--- src/rtl/nmi_ctrl_pkg.sv ---
// Shared definitions for the single-line NMI controller.
// Assumes byte offsets fit in the address width chosen by the top module.
package nmi_ctrl_pkg;

    // Trigger selection held in control bits [1:0]
    typedef enum logic [1:0] {
        TRIG_LOW  = 2'd0,
        TRIG_FALL = 2'd1,
        TRIG_HIGH = 2'd2,
        TRIG_RISE = 2'd3
    } trig_mode_e;

    // Fixed register offsets; the enable offset is a top parameter
    localparam int OFF_CTRL = 'h00;
    localparam int OFF_PEND = 'h04;

    // Width of the trigger field at the bottom of the control word
    localparam int TRIG_W = 2;

endpackage

--- src/rtl/nmi_pin_sync.sv ---
// Brings the asynchronous pin into the clock domain through a chain of
// STAGES flops and keeps one more flop holding the previous synchronised
// sample for edge comparison. Assumes STAGES >= 2. All flops reset to 0.
module nmi_pin_sync #(
    parameter int STAGES = 2
) (
    input  logic clk,
    input  logic rst_n,
    input  logic pin_async,
    output logic pin_cur,
    output logic pin_prev
);

    logic [STAGES-1:0] chain_q;
    logic              prev_q;

    // Shift the raw pin through the synchroniser chain
    always_ff @(posedge clk) begin
        if (!rst_n) begin
            chain_q <= '0;
        end else begin
            chain_q <= {chain_q[STAGES-2:0], pin_async};
        end
    end

    // Remember the last synchronised sample for edge detection
    always_ff @(posedge clk) begin
        if (!rst_n) begin
            prev_q <= 1'b0;
        end else begin
            prev_q <= chain_q[STAGES-1];
        end
    end

    assign pin_cur  = chain_q[STAGES-1];
    assign pin_prev = prev_q;

endmodule

--- src/rtl/nmi_trig_detect.sv ---
// Decides, each cycle, whether the synchronised pin satisfies the selected
// trigger. Level modes look at the current sample only; edge modes compare
// current and previous samples. Purely combinational.
module nmi_trig_detect
    import nmi_ctrl_pkg::*;
(
    input  trig_mode_e mode,
    input  logic       pin_cur,
    input  logic       pin_prev,
    output logic       event_hit
);

    logic rise_seen;
    logic fall_seen;

    // Derive both transition directions from the two samples
    always_comb begin
        rise_seen = pin_cur & ~pin_prev;
        fall_seen = ~pin_cur & pin_prev;
    end

    // Select the condition that the programmed mode asks for
    always_comb begin
        unique case (mode)
            TRIG_LOW:  event_hit = ~pin_cur;
            TRIG_FALL: event_hit = fall_seen;
            TRIG_HIGH: event_hit = pin_cur;
            TRIG_RISE: event_hit = rise_seen;
            default:   event_hit = 1'b0;
        endcase
    end

endmodule

--- src/rtl/nmi_reg_bank.sv ---
// Holds the control word, the sticky pending flag and the enable bit, and
// provides combinational read-back. A trigger event outranks a clear write
// in the same cycle. Assumes ENA_OFFSET differs from the two fixed offsets.
module nmi_reg_bank
    import nmi_ctrl_pkg::*;
#(
    parameter int ADDR_W     = 8,
    parameter int DATA_W     = 32,
    parameter int ENA_OFFSET = 'h08
) (
    input  logic              clk,
    input  logic              rst_n,
    input  logic [ADDR_W-1:0] addr,
    input  logic [DATA_W-1:0] wdata,
    input  logic              wr_en,
    input  logic              event_hit,
    output trig_mode_e        mode,
    output logic              pend_q,
    output logic              ena_q,
    output logic [DATA_W-1:0] rd_data
);

    localparam logic [ADDR_W-1:0] A_CTRL = ADDR_W'(OFF_CTRL);
    localparam logic [ADDR_W-1:0] A_PEND = ADDR_W'(OFF_PEND);
    localparam logic [ADDR_W-1:0] A_ENA  = ADDR_W'(ENA_OFFSET);

    logic [DATA_W-1:0] ctrl_q;
    logic              sel_ctrl;
    logic              sel_pend;
    logic              sel_ena;
    logic              clr_req;

    // Decode which register the current address points at
    always_comb begin
        sel_ctrl = (addr == A_CTRL);
        sel_pend = (addr == A_PEND);
        sel_ena  = (addr == A_ENA);
        clr_req  = wr_en & sel_pend & wdata[0];
    end

    // Control word: full-width storage written as a whole
    always_ff @(posedge clk) begin
        if (!rst_n) begin
            ctrl_q <= '0;
        end else if (wr_en && sel_ctrl) begin
            ctrl_q <= wdata;
        end
    end

    // Enable bit: only bit 0 is kept
    always_ff @(posedge clk) begin
        if (!rst_n) begin
            ena_q <= 1'b0;
        end else if (wr_en && sel_ena) begin
            ena_q <= wdata[0];
        end
    end

    // Pending flag: set by events, cleared by write-one, set wins
    always_ff @(posedge clk) begin
        if (!rst_n) begin
            pend_q <= 1'b0;
        end else if (event_hit) begin
            pend_q <= 1'b1;
        end else if (clr_req) begin
            pend_q <= 1'b0;
        end
    end

    // Only the low field of the control word selects the trigger
    assign mode = trig_mode_e'(ctrl_q[TRIG_W-1:0]);

    // Read mux; unmapped offsets return zero
    always_comb begin
        rd_data = '0;
        if (sel_ctrl) begin
            rd_data = ctrl_q;
        end else if (sel_pend) begin
            rd_data[0] = pend_q;
        end else if (sel_ena) begin
            rd_data[0] = ena_q;
        end
    end

endmodule

--- src/rtl/nmi_line_ctrl.sv ---
// Top level of the single-line NMI controller: synchroniser, trigger
// detector and register bank, with the output gated by the enable bit.
// Assumes one interrupt source and a synchronous active-low reset.
module nmi_line_ctrl
    import nmi_ctrl_pkg::*;
#(
    parameter int ADDR_W      = 8,
    parameter int DATA_W      = 32,
    parameter int ENA_OFFSET  = 'h08,
    parameter int SYNC_STAGES = 2
) (
    input  logic              clk,
    input  logic              rst_n,
    input  logic [ADDR_W-1:0] addr,
    input  logic [DATA_W-1:0] wdata,
    input  logic              wr_en,
    output logic [DATA_W-1:0] rd_data,
    input  logic              nmi_pin,
    output logic              irq_out
);

    logic       pin_cur;
    logic       pin_prev;
    logic       det_evt;
    logic       pend_q;
    logic       ena_bit;
    trig_mode_e mode;

    nmi_pin_sync #(
        .STAGES (SYNC_STAGES)
    ) u_sync (
        .clk       (clk),
        .rst_n     (rst_n),
        .pin_async (nmi_pin),
        .pin_cur   (pin_cur),
        .pin_prev  (pin_prev)
    );

    nmi_trig_detect u_detect (
        .mode      (mode),
        .pin_cur   (pin_cur),
        .pin_prev  (pin_prev),
        .event_hit (det_evt)
    );

    nmi_reg_bank #(
        .ADDR_W     (ADDR_W),
        .DATA_W     (DATA_W),
        .ENA_OFFSET (ENA_OFFSET)
    ) u_regs (
        .clk       (clk),
        .rst_n     (rst_n),
        .addr      (addr),
        .wdata     (wdata),
        .wr_en     (wr_en),
        .event_hit (det_evt),
        .mode      (mode),
        .pend_q    (pend_q),
        .ena_q     (ena_bit),
        .rd_data   (rd_data)
    );

    // Interrupt request follows the pending flag only while enabled
    assign irq_out = pend_q & ena_bit;

endmodule

--- config.mk ---
export PLATFORM = sky130hd
export DESIGN_NAME = nmi_line_ctrl
export DESIGN_NICKNAME = d
export VERILOG_FILES = /design/src/rtl/nmi_ctrl_pkg.sv /design/src/rtl/nmi_pin_sync.sv /design/src/rtl/nmi_trig_detect.sv /design/src/rtl/nmi_reg_bank.sv /design/src/rtl/nmi_line_ctrl.sv
export SDC_FILE = /design/constraint.sdc
export NUM_CORES = 1
export LEC_CHECK = 0
export BUFFER_PORTS_ARGS = -buffer_cell sky130_fd_sc_hd__buf_2
export CAP_MARGIN = 20
export CELL_PAD_IN_SITES_DETAIL_PLACEMENT = 1
export CELL_PAD_IN_SITES_GLOBAL_PLACEMENT = 1
export CORE_ASPECT_RATIO = 0.7
export CORE_UTILIZATION = 33
export CTS_CLUSTER_SIZE = 20
export DETAILED_ROUTE_END_ITERATION = 6
export GPL_TIMING_DRIVEN = 1
export HOLD_SLACK_MARGIN = 0.06
export PLACE_DENSITY = 0.82
export SYNTH_ARGS = -nofsm -noshare
export SYNTH_HDL_FRONTEND = slang
export SYNTH_SLANG_ARGS = --single-unit
--- constraint.sdc ---
create_clock -name clk -period 1.4 [get_ports clk]
set_input_delay 0 -clock clk [delete_from_list [all_inputs] [get_ports clk]]
set_output_delay 0 -clock clk [all_outputs]
set_load 0.02 [all_outputs]
==> flow_summary.yaml, run 1 <==
timing:
  slew_headroom_pct: 72.3
  skew_ps: 2.05
  worst_hold_slack_ps: 164
  max_freq_ghz: 0.743
  min_period_ps: 1350
  slew_viol_final: 0
  worst_slack_ps: 54.0
  hold_viol: 0
  setup_tns_ps: 0
  setup_viol_count_final: 0
  rsz0062_at_grt: "no"
  tightest_slew_ps: 415
  fin_crit_sh_pct: 96.1
clock_tree:
  cts_tree: "yes"
  cts_buffers: 5
  cts_max_level: 2
  cts_root_buf: "clkbuf_8"
  cts_setup_buffers: 0
  cts.path.max_buffers: 2
  numClockSinks: 37
  clkTransAtPathRegs_ps: 60
  clk_latency_ps: 280
final_layout:
  post-route-util_pct: 54.4
  seq_area_um2: 741
  nets: 359
  multi_input_area_um2: 941
  layout-drive-gt1-share_pct: 30.2
  final_cells: 384
  n_fill_cell: 605
  area_growth_syn_to_layout_pct: 52.7
  n_antenna_cell: 0
  fin_area_um2: 2700
synth:
  synth_top_cell_by_area: "dfxtp_1"
  synthesis.area_um2: 1770
  synth_top_area_share_pct: 41.9
  synth_area_leaders: "dfxtp_1 (42%), mux2i_1 (19%), nand2_1 (14%)"
  ys_seq_area_share_pct: 41.9
  ys_types: 21
  syn-instance-count: 204
  synth_seq_cells: 37
  synth_area_per_cell_um2: 8.67
  syn_nets: 248
  ys_warn_count: 0
setup_path:
  end_kind: "output pin"
  startpoint_type: "input port"
  path_max_fanout: 15
  path_cells: "buf_2 > or4_4 > nor2_4 > buf_6 > and2_1 > buf_2"
  cp_slowest_cell: "or4_4"
  critPathArrivalTime_ps: 1350
  worstPathRequired_ps: 1400
  crit_type: "input port to output pin"
  crit_top_cell: "buf_2"
  slowest_delay_ps: 580
route:
  wl_per_cell_um: 13.5
  routed_wl_um: 5170
  drtPass1Iterations: 4
  drtIter0Drc: 38
  ant_nets: 0
  vias_per_cell: 4.54
  num_vias: 1745
  drc: 0
place:
  dp.cells: 343
  post_dp_cell_area_um2: 2260
  portBuffers: 76
  pre_cts_slack_ps: -71.3
  gp_congestion: 0.770
  place_hpwl_um: 3350
min_path:
  min_path_type: "input port to flop"
power:
  p_total_mw: 2.04
  p_per_area_nw_per_um2: 757
  leakage_nw: 1.22
  ir_drop_v: 0.000397
run:
  max_cap_viol_count: 0
status:
  status: "complete, no violations"
global_routing:
  busiest_layer: "met2"
  grt_pass1_wl_um: 8200
  track_usage_pct: 19.2
  grt-ovfl-total: 0
  grt_pass1_vias: 1781
  met3_usage_pct: 5.64
  grt_max_degree: 27
  use_met2_pct: 34.4
  met1_usage_pct: 21.8
  antenna_found_initial: 0
die:
  die_x_um: 89.5
  core_um2: 4970
  die_h_um: 63.2
  start_util_pct: 35.6
  rows: 21
  ios: 77
  die_area_um2: 5660
[kinds of logic after synthesis]
family,share of synthesized area (%)
simple gates,31.0
flops,41.9
mux,18.7
buf+inv,5.31
compound gates,2.12
xor+xnor,0.991
[synthesized netlist by cell type]
cell	n
xnor2_1	1
clkbuf_1	11
inv_1	2
o221a_2	1
mux2i_1	33
a41oi_1	1
and2_1	35
nor4_1	1
buf_8	3
nand4_1	1
nand2_1	65
nor3_4	1
or4_4	2
xor2_1	1
o21a_1	1
nor3_1	1
and3b_1	1
a21oi_1	2
dfxtp_1	37
nor2_1	2
nor2b_1	2
[critical path: cells and delay by family]
| kind | cells | cell delay (ps) |
|---|---|---|
| and+or+nand+nor | 3 | 900 |
| buffers and inverters | 3 | 440 |
[flip-flops by register name, summed over array words and instances, names as in the netlist]
name / flops
u_regs.pend_q: 1
u_sync.pin_prev: 1
u_regs.ctrl_q: 32
u_sync.chain_q: 2
u_regs.ena_q: 1
[report_power, final]
part | internal, mW | switching, mW
Sequential | 1.06 | 0.00260
Clock | 0.390 | 0.353
Combinational | 0.140 | 0.0990
[area by class of cell]
class | instances | area share, %
multi-input cells | 151 | 34.8
repair buffers | 118 | 31.0
flip-flops and latches | 37 | 27.4
clock buffers | 7 | 3.20
well taps | 69 | 3.20
inverters | 2 | 0.278
[final timing paths]
kind              slack [ps]                 to  depth (start not counted)              start
setup / recovery          50         rd_data[7]                          6            addr[7]
hold reg to reg          440  u_sync.chain_q[1]                          1  u_sync.chain_q[0]
setup reg to reg         250       u_regs.ena_q                          3       u_regs.ena_q
hold / removal           160      u_regs.pend_q                          2              rst_n
[routing by layer]
metal,part of all wire (%),vias to the layer above
met5,0,-
met2,49,55
met1,44,807
li1,-,876
met4,0.87,0
met3,6.2,7
[what timing repair did]
item,CTS,global route
gates resized for setup,0,3
endpoints found under the hold margin,34,0
endpoints found under the setup margin,0,29
hold buffers,34,0
[cell usage in the layout, fill, tap and decap left out, types with 2 or more instances in the layout]
cell type,instances
nor2b_1,2
buf_6,2
buf_12,4
or4_4,2
dlygate4sd3_1,34
and2_1,35
buf_2,76
nand2_1,65
clkbuf_8,6
mux2i_1,33
dfxtp_1,37
buf_4,2
inv_1,2
a21oi_1,2
No activity file was read; power rests on OpenSTA's default activity.
==> run 2: changes to the inputs <==
--- a/config.mk
+++ b/config.mk
@@ -16,6 +16,7 @@
 export GPL_TIMING_DRIVEN = 1
 export HOLD_SLACK_MARGIN = 0.06
 export PLACE_DENSITY = 0.82
+export REMOVE_ABC_BUFFERS = 1
 export SYNTH_ARGS = -nofsm -noshare
 export SYNTH_HDL_FRONTEND = slang
 export SYNTH_SLANG_ARGS = --single-unit
==> run 2 against run 1 <==
Non-clock buffer count shrank 1. First-iteration DRC count shrank 34%. Die area is the same. Clock power grew 26%. Hold slack lost 78 ps. Utilization grew 0.28 points. Via count shrank 0.69%. Critical endpoint is now rd_data[30]. Largest power group unchanged.
==> flow_summary.yaml, run 2 (same netlist as run 1, synthesis figures left out) <==
place:
  place_hpwl_um: 3200
  portBuffers: 76
  pre_cts_slack_ps: -96.2
  gp_congestion: 0.745
  dp.cells: 342
route:
  vias_per_cell: 4.51
  routed_wl_um: 5180
  drc: 0
  num_vias: 1733
  wl_per_cell_um: 13.5
  ant_nets: 0
  drtPass1Iterations: 3
  drtIter0Drc: 25
run:
  max_cap_viol_count: 0
final_layout:
  n_antenna_cell: 0
  layout-drive-gt1-share_pct: 30.2
  n_fill_cell: 612
  regMostFlops: "u_regs.ctrl_q"
  final_cells: 384
  layout_commonest_cell: "buf_2"
  area_growth_syn_to_layout_pct: 53.5
  nets: 358
  largest_reg_flops: 32
  top_regs: "u_regs.ctrl_q x32, u_sync.chain_q x2"
  layout_common_cells: "buf_2 (76), nand2_1 (65), dfxtp_1 (37), and2_1 (35), dlygate4sd3_1 (34)"
setup_path:
  worstPathRequired_ps: 1400
  path_max_fanout: 17
  crit_type: "input port to output pin"
  reg2reg_depth: 3
  r2r_slack_ps: 440
  startpoint_type: "input port"
  r2r-start: "u_regs.ctrl_q[1]"
  end_kind: "output pin"
  critPathArrivalTime_ps: 1350
  r2r_end: "u_regs.pend_q"
clock_tree:
  clk_latency_ps: 280
  cts_root_buf: "clkbuf_8"
  cts_max_level: 2
  clkTransAtPathRegs_ps: 70
  cts.path.max_buffers: 2
  numClockSinks: 37
  cts_tree: "yes"
  cts_buffers: 5
global_routing:
  grt_max_degree: 70
  antenna_found_initial: 0
  grt_pass1_vias: 1823
  grt-ovfl-total: 0
  track_usage_pct: 19.7
  grt_pass1_wl_um: 8310
min_path:
  hold_path_end: "u_regs.ena_q"
  hold_depth: 4
  min_from: "addr[4]"
  min_path_type: "input port to flop"
timing:
  max_freq_ghz: 0.742
  worst_slack_ps: 52.4
  slew_headroom_pct: 77.0
  skew_ps: 0.352
  min_period_ps: 1350
  setup_viol_count_final: 0
  slew_viol_final: 0
  tightest_slew_ps: 342
  fin_crit_sh_pct: 96.3
  hold_viol: 0
  setup_tns_ps: 0
die:
  ios: 77
  die_h_um: 63.2
  die_x_um: 89.5
  rows: 21
  core_um2: 4970
  start_util_pct: 35.6
  die_area_um2: 5660
power:
  leakage_nw: 1.22
  ir_drop_v: 0.000443
  p_per_area_nw_per_um2: 821
status:
  status: "complete, no violations"
==> run 2: layout make-up <==
cell class                 instances  area [um2]  share of cell area, %
multi-input combinational        151         941                   34.7
timing repair buffer             117         822                   30.3
sequential                        37         741                   27.3
clock buffer                       7        86.3                   3.18
tap                               69        86.3                   3.18
clock inverter                     1        30.0                   1.11
inverter                           2        7.51                  0.277
==> run 2: how the worst max path moves through the flow <==
stage                        from           endpoint  slack [ps]  cells past startpoint
after detailed placement  addr[7]  u_regs.ctrl_q[28]        -100                      5
after global routing      addr[7]         rd_data[3]          -2                      6
after floorplan           addr[7]   u_regs.ctrl_q[0]        -650                      3
after global placement    addr[7]  u_regs.ctrl_q[27]         -30                      5
final                     addr[7]        rd_data[30]          50                      6
after CTS                 addr[7]        rd_data[30]          30                      6
==> run 2: power breakdown <==
part | switching, mW | internal [mW] | leakage (nW)
Sequential | 0.00281 | 1.06 | 0.299
Combinational | 0.0950 | 0.137 | 0.867
Clock | 0.354 | 0.580 | 0.0585
==> run 2: timing repair <==
action	in CTS	in global routing
setup endpoints to repair	0	19
hold buffers	34	0
hold endpoints to repair	34	0
gates resized for setup	0	4
setup buffers	0	0
==> run 2: worst max-delay path: stages <==
cell	delay, ps
buf_2	110
or4_4	570
nor2_4	180
buf_8	160
and2_1	160
buf_2	170
==> run 2: stage by stage <==
step	hold WS, ps	power, mW	util, %	area [um2]
after CTS	87.4	2.25	54.3	2700
after global placement	210	1.23	45.1	2240
after detailed placement	210	1.24	45.1	2240
final	85.3	2.23	54.6	2710
after global routing	115	2.33	54.6	2710
after floorplan	118	1.13	-	1680
==> run 2: metal layers <==
layer	GRT usage, %	vias to the layer above	share of wire [%]
li1	-	880	-
met3	6.03	5	5.4
met4	5.36	0	0.77
met1	21.2	795	43
met5	0	-	0
met2	36.7	53	51
